**src/rtl/uart_brk_tx_pkg.sv**
```systemverilog
package uart_brk_tx_pkg;
  // What the shift engine does at a character boundary tick.
  typedef enum logic [2:0] {
    SLOT_NONE  = 3'd0, // no boundary decision this cycle
    SLOT_IDLE  = 3'd1, // nothing to send, line high
    SLOT_FRAME = 3'd2, // held byte moves into the shifter
    SLOT_BREAK = 3'd3, // all-zero break character
    SLOT_GUARD = 3'd4  // single high bit after a break
  } slot_e;
endpackage

```
**src/rtl/uart_brk_tx_hold.sv**
```systemverilog
module uart_brk_tx_hold #(
  parameter int unsigned DATA_W = 8
) (
  input  logic              clk,
  input  logic              rst_n,
  input  logic              wr_valid,
  input  logic [DATA_W-1:0] wr_data,
  input  logic              take,
  output logic [DATA_W-1:0] hold_data,
  output logic              hold_full
);
  always_ff @(posedge clk or negedge rst_n) begin
    if (!rst_n) begin
      hold_data <= '0;
      hold_full <= 1'b0;
    end else begin
      if (wr_valid) hold_data <= wr_data;
      // a write landing with a take refills the register
      if (wr_valid)  hold_full <= 1'b1;
      else if (take) hold_full <= 1'b0;
    end
  end
endmodule

```
**src/rtl/uart_brk_tx_shift.sv**
```systemverilog
module uart_brk_tx_shift
  import uart_brk_tx_pkg::*;
#(
  parameter int unsigned DATA_W = 8
) (
  input  logic              clk,
  input  logic              rst_n,
  input  logic              enable,
  input  logic              baud_tick,
  input  logic              len9,
  input  logic              bit8,
  input  logic              break_req,
  input  logic              hold_full,
  input  logic [DATA_W-1:0] hold_data,
  output logic              tx_line,
  output logic              take,
  output logic              load_break,
  output logic              guard_pend,
  output logic              eng_idle
);
  localparam int unsigned FW = DATA_W + 3;
  localparam int unsigned CW = $clog2(FW + 1);

  // Frame image, bit 0 leaves first: start, data, optional ninth bit, stop.
  function automatic logic [FW-1:0] frame_word(input logic [DATA_W-1:0] d,
                                               input logic b8, input logic l9);
    if (l9) frame_word = {1'b1, b8, d, 1'b0};
    else    frame_word = {1'b0, 1'b1, d, 1'b0};
  endfunction

  // Character length in bit times, for frames and break characters alike.
  function automatic logic [CW-1:0] char_bits(input logic l9);
    char_bits = l9 ? CW'(DATA_W + 3) : CW'(DATA_W + 2);
  endfunction

  logic [FW-1:0] sh;
  logic [CW-1:0] cnt;
  logic          guard;
  logic          step;
  slot_e         slot;
  logic [FW-1:0] fword;

  assign step     = enable && baud_tick;
  assign eng_idle = (cnt == '0);
  assign fword    = frame_word(hold_data, bit8, len9);

  always_comb begin
    if (!(step && eng_idle)) slot = SLOT_NONE;
    else if (break_req)      slot = SLOT_BREAK;
    else if (guard)          slot = SLOT_GUARD;
    else if (hold_full)      slot = SLOT_FRAME;
    else                     slot = SLOT_IDLE;
  end

  assign take       = (slot == SLOT_FRAME);
  assign load_break = (slot == SLOT_BREAK);
  assign guard_pend = guard;

  always_ff @(posedge clk or negedge rst_n) begin
    if (!rst_n) begin
      sh      <= '0;
      cnt     <= '0;
      guard   <= 1'b0;
      tx_line <= 1'b1;
    end else if (!enable) begin
      cnt     <= '0;
      guard   <= 1'b0;
      tx_line <= 1'b1;
    end else if (step) begin
      if (!eng_idle) begin
        tx_line <= sh[0];
        sh      <= sh >> 1;
        cnt     <= cnt - CW'(1);
      end else begin
        case (slot)
          SLOT_FRAME: begin
            tx_line <= fword[0];
            sh      <= fword >> 1;
            cnt     <= char_bits(len9) - CW'(1);
          end
          SLOT_BREAK: begin
            tx_line <= 1'b0;
            sh      <= '0;
            cnt     <= char_bits(len9) - CW'(1);
            guard   <= 1'b1;
          end
          SLOT_GUARD: begin
            tx_line <= 1'b1;
            guard   <= 1'b0;
          end
          default: tx_line <= 1'b1;
        endcase
      end
    end
  end
endmodule

```
**src/rtl/uart_brk_tx.sv**
```systemverilog
module uart_brk_tx #(
  parameter int unsigned DATA_W = 8
) (
  input  logic              clk,
  input  logic              rst_n,
  input  logic              tx_en,
  input  logic              baud_tick,
  input  logic              len9,
  input  logic              tx_bit8,
  input  logic              send_break,
  input  logic              tx_int_en,
  input  logic              wr_valid,
  input  logic [DATA_W-1:0] wr_data,
  output logic              tx_line,
  output logic              tx_oe,
  output logic              tx_empty,
  output logic              tx_irq
);
  logic [DATA_W-1:0] hold_data;
  logic              hold_full;
  logic              take;
  logic              load_break;
  logic              guard_pend;
  logic              eng_idle;

  uart_brk_tx_hold #(.DATA_W(DATA_W)) u_hold (
    .clk       (clk),
    .rst_n     (rst_n),
    .wr_valid  (wr_valid),
    .wr_data   (wr_data),
    .take      (take),
    .hold_data (hold_data),
    .hold_full (hold_full)
  );

  uart_brk_tx_shift #(.DATA_W(DATA_W)) u_shift (
    .clk        (clk),
    .rst_n      (rst_n),
    .enable     (tx_en),
    .baud_tick  (baud_tick),
    .len9       (len9),
    .bit8       (tx_bit8),
    .break_req  (send_break),
    .hold_full  (hold_full),
    .hold_data  (hold_data),
    .tx_line    (tx_line),
    .take       (take),
    .load_break (load_break),
    .guard_pend (guard_pend),
    .eng_idle   (eng_idle)
  );

  assign tx_oe    = tx_en;
  assign tx_empty = !hold_full;
  assign tx_irq   = tx_int_en && tx_empty;
endmodule

```
**config.mk**
```make
export PLATFORM = sky130hd
export DESIGN_NAME = uart_brk_tx
export DESIGN_NICKNAME = d
export VERILOG_FILES = /design/src/rtl/uart_brk_tx_pkg.sv /design/src/rtl/uart_brk_tx_hold.sv /design/src/rtl/uart_brk_tx_shift.sv /design/src/rtl/uart_brk_tx.sv
export SDC_FILE = /design/constraint.sdc
export NUM_CORES = 1
export LEC_CHECK = 0
export ABC_CLOCK_PERIOD_IN_PS = 2250
export BUFFER_PORTS_ARGS = -buffer_cell sky130_fd_sc_hd__buf_2
export CORE_MARGIN = 2
export CORE_UTILIZATION = 35
export CTS_BUF_LIST = sky130_fd_sc_hd__clkbuf_4
export DETAILED_ROUTE_END_ITERATION = 10
export GPL_ROUTABILITY_DRIVEN = 0
export GPL_TIMING_DRIVEN = 0
export PLACE_DENSITY = 0.63
export REMOVE_ABC_BUFFERS = 1
export SYNTH_ARGS = -nofsm -noshare
export SYNTH_HDL_FRONTEND = slang
export SYNTH_HIERARCHICAL = 1
export SYNTH_SLANG_ARGS = --single-unit
```
**constraint.sdc**
```tcl
create_clock -name clk -period 2.25 [get_ports clk]
set_input_delay 0.3375 -clock clk [delete_from_list [all_inputs] [get_ports clk]]
set_output_delay 0.3375 -clock clk [all_outputs]
set_load 0.02 [all_outputs]
```
* After elaboration in Yosys (flattened, before gate mapping)
Cells that the tools add are included.
Word-level totals: bits in registers 26, input port bits 17, output and inout bits 4
Cells by class: $add $sub $neg 2, equal/unequal tests 8, multiplexer cells 22, reduce and logical (&&, ||, !) cells 10
Operators by type and width (count):
- $mux W11 | 2
- $pmux W11 S2 | 1
- $mux W4 | 4
- $mux W1 | 9
- $mux W3 | 3
- $sub A4 B1 Y4 const B | 2
- $eq A3 B2 Y1 const B | 2
- $ne A3 B3 Y1 const B | 2
- $reduce_and A3 Y1 | 2
- $logic_not A4 Y1 | 1
- $ne A2 B1 Y1 const B | 2
- $pmux W1 S2 | 2
- $eq A3 B3 Y1 const B | 1
- $logic_and A1 B1 Y1 | 3
- $ne A3 B1 Y1 const B | 1
- $mux W2 | 1
- $reduce_and A2 Y1 | 1
- $reduce_bool A2 Y1 | 1
- $reduce_or A2 Y1 | 1
- $logic_not A1 Y1 | 1

* Logic depth before layout (Yosys ltp)
Gate-level depths: netlist of the first run.
depth after elaboration 10, mapped depth 9, mapped depth without buffers 8

* Hierarchy
Netlist of the first run, hierarchy kept.
By module, submodules not included:
- uart_brk_tx_shift | instances 1, cells each 96, area each 888.4 um^2, sequential area each 401.6 um^2
- uart_brk_tx_hold | instances 1, cells each 20, area each 369.1 um^2, sequential area each 225.2 um^2
- uart_brk_tx | instances 1, cells each 3, area each 17.5 um^2, sequential area each 0.0 um^2

* Worst setup path before layout of the first run
No wires, ideal clock.
path kind reg-to-reg, start point register u_shift.cnt[0], end point register u_shift.sh[7], setup time 126 ps, arrival time 1750 ps, slack 373 ps, cell stages (with the launch flop) 8, path buffers 2, period minus slack after synthesis 1877 ps, cells stage by stage dfrtp_1 inv_1 ha_1 or3b_1 buf_2 o311ai_4 buf_6 o21ai_0
On the way: longest elaborated chain between the ends 6
RTL lines:
- from (decl) | RTL line uart_brk_tx_shift.sv:37 | logic [CW-1:0] cnt;
- from (signal assigned) | RTL line uart_brk_tx_shift.sv:73 | cnt <= cnt - CW'(1);
- from (signal assigned) | RTL line uart_brk_tx_shift.sv:79 | cnt <= char_bits(len9) - CW'(1);
- from (signal assigned) | RTL line uart_brk_tx_shift.sv:84 | cnt <= char_bits(len9) - CW'(1);
- $logic_not A4 Y1 * | RTL line uart_brk_tx_shift.sv:44 | assign eng_idle = (cnt == '0);
- $logic_and A1 B1 Y1 | RTL line uart_brk_tx_shift.sv:48 | if (!(step && eng_idle)) slot = SLOT_NONE;
- $mux W3 | RTL line uart_brk_tx_shift.sv:48
- $eq A3 B2 Y1 (on tied branches)
- $ne A3 B3 Y1 (no line) / $pmux W11 S2 (equally long branches)
- $reduce_and A3 Y1 (no line) / $mux W11 (equally long branches)
- to (signal assigned) | RTL line uart_brk_tx_shift.sv:72 | sh <= sh >> 1;
- to (signal assigned) | RTL line uart_brk_tx_shift.sv:78 | sh <= fword >> 1;
- to (decl) | RTL line uart_brk_tx_shift.sv:36 | logic [FW-1:0] sh;
Mark *: on every way between the ends. The rest lies on a longest branch, timed or not. The select of a mux whose other input is x is not followed. A chain may end at the register's enable or synchronous reset.

* Worst setup path in the final report of the first run
start point register u_shift.cnt[0], end point register u_shift.sh[4]
On the way: longest elaborated chain between the ends 6
RTL lines:
- $logic_not A4 Y1 * | RTL line uart_brk_tx_shift.sv:44
- net eng_idle | RTL line uart_brk_tx.sv:24 | logic eng_idle;
- $logic_and A1 B1 Y1 | RTL line uart_brk_tx_shift.sv:48
- $mux W3 | RTL line uart_brk_tx_shift.sv:48
- $eq A3 B2 Y1 (on tied branches)
- $ne A3 B3 Y1 (no line) / $pmux W11 S2 (equally long branches)
- $reduce_and A3 Y1 (no line) / $mux W11 (equally long branches)
The timed path passes the listed nets; every way through them passes the cells marked *. The select of a mux whose other input is x is not followed.

==> results of run 1 <==
-- worst reg2reg max path, stage by stage, from the launching register on --
cell and delay, ns:
dfrtp_1 0.44, inv_1 0.11, ha_1 0.17, or3b_4 0.50, inv_1 0.20, and2_2 0.30, a22oi_1 0.09, o21ai_0 0.17
-- stage by stage --
step	instances	total power, mW	setup TNS, ns	hold slack (ns)
floorplan	109	0.912	0	0.0419
global placement	175	1.01	-0.658	0.359
detailed placement	175	1.04	-1.26	0.367
CTS	181	1.26	0	0.00422
global route	181	1.36	0	0.000217
finish	181	1.26	0	-0.0152
-- path summary, 6_finish.rpt --
| path | slack (ns) | depth (start not counted) | end | from |
|---|---|---|---|---|
| hold reg to reg | 0.50 | 2 | u_shift/sh[1] | u_shift/sh[1] |
| setup reg to reg | 0.18 | 7 | u_shift/sh[4] | u_shift/cnt[0] |
| max in group asynchronous | 1.88 | 1 | u_shift/sh[8] | rst_n |
| min in group clk | 0.24 | 2 | u_hold/hold_data[7] | wr_data[7] |
| setup / recovery | 0.18 | 7 | u_shift/sh[4] | u_shift/cnt[0] |
| hold / removal | -0.02 | 1 | u_shift/cnt[2] | rst_n |
-- power groups by stage --
stage	combinational (mW)	sequential [mW]	clock, mW
final	0.413	0.633	0.210
after global routing	0.470	0.649	0.246
after CTS	0.411	0.632	0.220
after detailed placement	0.396	0.642	0
after global placement	0.380	0.635	0
after floorplan	0.288	0.624	0
-- repair_timing --
item | CTS | global route
endpoints found under the setup margin | 10 | 8
cloned | 0 | 0
setup buffers | 2 | 0
resized for setup | 1 | 1
pin swaps | 1 | 0
-- per-layer routing --
| layer | vias to the layer above | wire length (um) |
|---|---|---|
| met5 | - | 0 |
| met4 | 0 | 7 |
| met3 | 2 | 115 |
| met2 | 22 | 1150 |
| met1 | 456 | 1130 |
| li1 | 448 | - |
-- registers in the layout, indices dropped and copies added, names as in the netlist --
| register | cells |
|---|---|
| u_shift/guard_pend | 1 |
| u_shift/cnt | 4 |
| u_hold/hold_full | 1 |
| u_shift/sh | 10 |
| u_hold/hold_data | 8 |
| u_shift/tx_line | 1 |
-- layout make-up --
cell class	instances	area, um^2
sequential	25	627
fill	350	2000
multi-input combinational	78	568
timing repair buffer	22	115
inverter	6	22.5
tap	46	57.6
clock buffer	4	30.0
==> flow_metrics.tcl, run 1 <==
set metrics [dict create \
    p_clk_frac 0.167 \
    grt_max_degree 26 \
    slew-limit-headroom 0.628 \
    worst_slew_pin_slew_ns 0.558 \
    cts_max_level 1 \
    final_common_cell "dfrtp_1" \
    grt_pass1_wl_um 4270 \
    grt_overflow_total 0 \
    swShare 0.346 \
    cap_viol_max_count 0 \
    syn_to_final_growth_pct 11.7 \
    p_sw_uw 435 \
    seqPwrFrac 0.504 \
    fin_hold_ws_ns -0.0152 \
    crit_buf_inv 2 \
    dr.pass1.iters 4 \
    drt-total-wl_um 2410 \
    dpl.hpwl_um 1670 \
    crit_path_start_kind "flop" \
    fin_crit_sh 0.921 \
    setup_viol 0 \
    drive_gt1_frac 0.289 \
    slowest_stage "or3b_4" \
    path_max_fanout 17 \
    start_util 0.372 \
    leakage_nw 0.671 \
    met2_usage 0.220 \
    violations "hold timing" \
    grt_use_met1 0.170 \
    finalNetCount 155 \
    crit_top_cell "inv_1" \
    critical-path-top-delay-family "simple AND/OR/NAND/NOR gates" \
    antenna_found_initial 0 \
    synth_area_per_cell_um2 10.8 \
    dpl_cell_area_um2 1370 \
    die_height_um 64.3 \
    crit_type "flop to flop" \
    ios 21 \
    status "finished with violations" \
    crit_path_end_kind "flop" \
    cts_sinks 25 \
    crit_required_ns 2.48 \
    finalWorstPathRequiredPeriod_ns 2.07 \
    grt.total_usage 0.130 \
    die_w_um 64.3 \
    drt_iter0_drc 53 \
    power_density_nw_per_um2 884 \
    design_area_um2 1420 \
    numCtsBuffers 3 \
    ant_nets 0 \
    rsz0062_at_grt "false" \
    synthCells 118 \
    dp_slack_ns -0.164 \
    die-area_um2 4130 \
    fp-row-count 21 \
    via_per_inst 5.13 \
    clock_latency_ns 0.32 \
    slew_violations 0 \
    io_buffer_count 20 \
    combPwrFrac 0.329 \
    fin_util 0.416 \
    clockRootBuffer "clkbuf_4" \
    final_cell_mix "dfrtp_1, buf_2, nand2_1" \
    grt_pass1_vias 919 \
    path_clk_slew_ns 0.14 \
    vias 928 \
    diodes 0 \
    setup_slack_ns 0.177 \
    path_cells "inv_1 > ha_1 > or3b_4 > inv_1 > and2_2 > a22oi_1 > o21ai_0" \
    max_stage_delay_ns 0.50 \
    route.detailed.drc 0 \
    ir_drop_mv 0.410 \
    netlist_area_um2 1270 \
    wire_per_inst_um 13.3 \
    internal_power_uw 821 \
    cts_buffer_depth 2 \
    cts_tree "built" \
    max_freq_mhz 482 \
    worstHoldPathType "input pin to asynchronous set/reset pin" \
    busiest_layer "met2" \
    fp.coreArea_um2 3420 \
    fin_worst_skew_ns 0.0137 \
    postCtsHoldBufs 0 \
    hold_violations 11 \
    yosysWarnings 6 \
    grtUsageMet3 0.0370 \
    arrival_ns 2.30 \
]
Power figures use the tool's default switching activity.
==> inputs of run 2 (changes only) <==
CELL_PAD_IN_SITES_DETAIL_PLACEMENT = 1   (was unset)
CELL_PAD_IN_SITES_GLOBAL_PLACEMENT = 1   (was unset)
PLACE_DENSITY = 0.75   (was 0.63)
==> run 2 against run 1 <==
  * Design area increased by 0.35%
  * Largest power group unchanged
  * Critical path type unchanged
  * Critical path depth unchanged
  * Largest cell class unchanged
  * Wire length rose by 8.7%
  * Clock skew down 0.0015 ns
  * Maximum frequency about the same
  * The flow still finishes with violations (hold timing)
==> flow_metrics.tcl, run 2 (synthesized netlist as in run 1, its figures left out) <==
set metrics [dict create \
    status "finished with violations" \
    violations "hold timing" \
    path_clk_slew_ns 0.14 \
    grt.total_usage 0.148 \
    path_depth 7 \
    seqCellArea_um2 627 \
    numCtsBuffers 3 \
    fp.coreArea_um2 3420 \
    postCtsHoldBufs 0 \
    leakage_nw 0.672 \
    drt_iter0_drc 75 \
    power_density_nw_per_um2 890 \
    regMostFlops "u_shift/sh" \
    fillers 403 \
    path_cells "inv_1 > ha_1 > or3b_4 > inv_1 > and2_2 > a22oi_1 > o21ai_0" \
    route.detailed.drc 0 \
    fp-row-count 21 \
    final_cell_mix "dfrtp_1, buf_2, nand2_1" \
    fin_hold_ws_ns -0.0101 \
    cts_buffer_depth 2 \
    start_util 0.372 \
    diodes 0 \
    grt_pass1_wl_um 4840 \
    fin_total_pwr_mw 1.27 \
    final.setup.tns_ns 0 \
    hold_violations 14 \
    cts_max_level 1 \
    placed_cells 175 \
    die_w_um 64.3 \
    rsz0062_at_grt "false" \
    arrival_ns 2.30 \
    path_max_fanout 17 \
    antenna_found_initial 0 \
    slew-limit-headroom 0.631 \
    die_height_um 64.3 \
    fin_worst_skew_ns 0.0121 \
    worstRegToRegCells 7 \
    crit_required_ns 2.48 \
    dr.pass1.iters 4 \
    finalWorstPathRequiredPeriod_ns 2.07 \
    largest_register_ffs 10 \
    crit_path_start_kind "flop" \
    reg2reg_from "u_shift/cnt[0]" \
    multi_input_area_um2 568 \
    drt-total-wl_um 2620 \
    io_buffer_count 20 \
    ant_nets 0 \
    startpoint "u_shift/cnt[0]" \
    reg_top3 "u_shift/sh: 10 flops, u_hold/hold_data: 8 flops, u_shift/cnt: 4 flops" \
    vias 943 \
    clockRootBuffer "clkbuf_4" \
    ios 21 \
    finalNetCount 154 \
    worstHoldPathType "input pin to asynchronous set/reset pin" \
    crit_type "flop to flop" \
    fin_crit_sh 0.921 \
    max_stage_delay_ns 0.49 \
    worst_slew_pin_slew_ns 0.553 \
    final_common_cell "dfrtp_1" \
    slowest_stage "or3b_4" \
    ir_drop_mv 0.317 \
    die-area_um2 4130 \
    setup_viol 0 \
    wire_per_inst_um 14.6 \
    drive_gt1_frac 0.284 \
    crit_buf_inv 2 \
    crit_top_cell "inv_1" \
    grt_max_degree 26 \
    clock_latency_ns 0.31 \
    cts_tree "built" \
    grt_overflow_total 0 \
    grt_pass1_vias 1022 \
    layout.cells.non_filler 180 \
    syn_to_final_growth_pct 12.1 \
    dpl.hpwl_um 1860 \
    via_per_inst 5.24 \
    slew_violations 0 \
    cts_sinks 25 \
    crit_path_end_kind "flop" \
    cap_viol_max_count 0 \
    max_freq_mhz 483 \
    critical-path-top-delay-family "simple AND/OR/NAND/NOR gates" \
]
==> run 2: what timing repair did <==
action	4_1_cts	5_1_grt
buffers inserted	1	0
gates resized for setup	1	1
pin swaps	1	0
setup endpoints to repair	10	8
==> run 2: area by class of cell <==
class / count / share of cell area
clock buffers: 4 / 0.0211
inverters: 6 / 0.0158
multi-input cells: 78 / 0.399
flip-flops and latches: 25 / 0.440
well taps: 46 / 0.0404
repair buffers: 21 / 0.0843
==> run 2: power by group <==
part | internal [mW] | total (mW) | switching (mW)
Clock | 0.0812 | 0.212 | 0.131
Combinational | 0.179 | 0.420 | 0.240
Sequential | 0.563 | 0.637 | 0.0745
Total | 0.823 | 1.27 | 0.445
==> run 2: per-layer routing <==
layer	part of all wire	routed length (um)	GRT usage
met5	0	0	0
met3	0.037	98	0.0194
met1	0.45	1170	0.196
met4	0.018	48	0.0559
met2	0.50	1300	0.245
==> run 2: stage by stage <==
| stage | utilization | worst slack [ns] | area (um^2) |
|---|---|---|---|
| final | 0.417 | 0.178 | 1430 |
| after CTS | 0.417 | 0.0352 | 1420 |
| after detailed placement | 0.401 | -0.191 | 1370 |
| after global placement | 0.401 | -0.147 | 1370 |
| after floorplan | - | 0.158 | 1210 |
| after global routing | 0.417 | 0.0222 | 1430 |
==> run 2: path summary, 6_finish.rpt <==
check | to | slack [ns]
worst max-delay path | u_shift/sh[0] | 0.18
worst min-delay path | u_hold/hold_data[4] | -0.01
worst max register to register | u_shift/sh[0] | 0.18
worst min register to register | u_shift/sh[8] | 0.51
max in group asynchronous | u_shift/sh[4] | 1.89
min in group clk | u_hold/hold_data[5] | 0.24
==> run 2: worst register-to-register path, stage by stage, from the launching register on <==
cell and delay (ns):
dfrtp_1 0.44, inv_1 0.11, ha_1 0.18, or3b_4 0.49
inv_1 0.21, and2_2 0.30, a22oi_1 0.09, o21ai_0 0.17
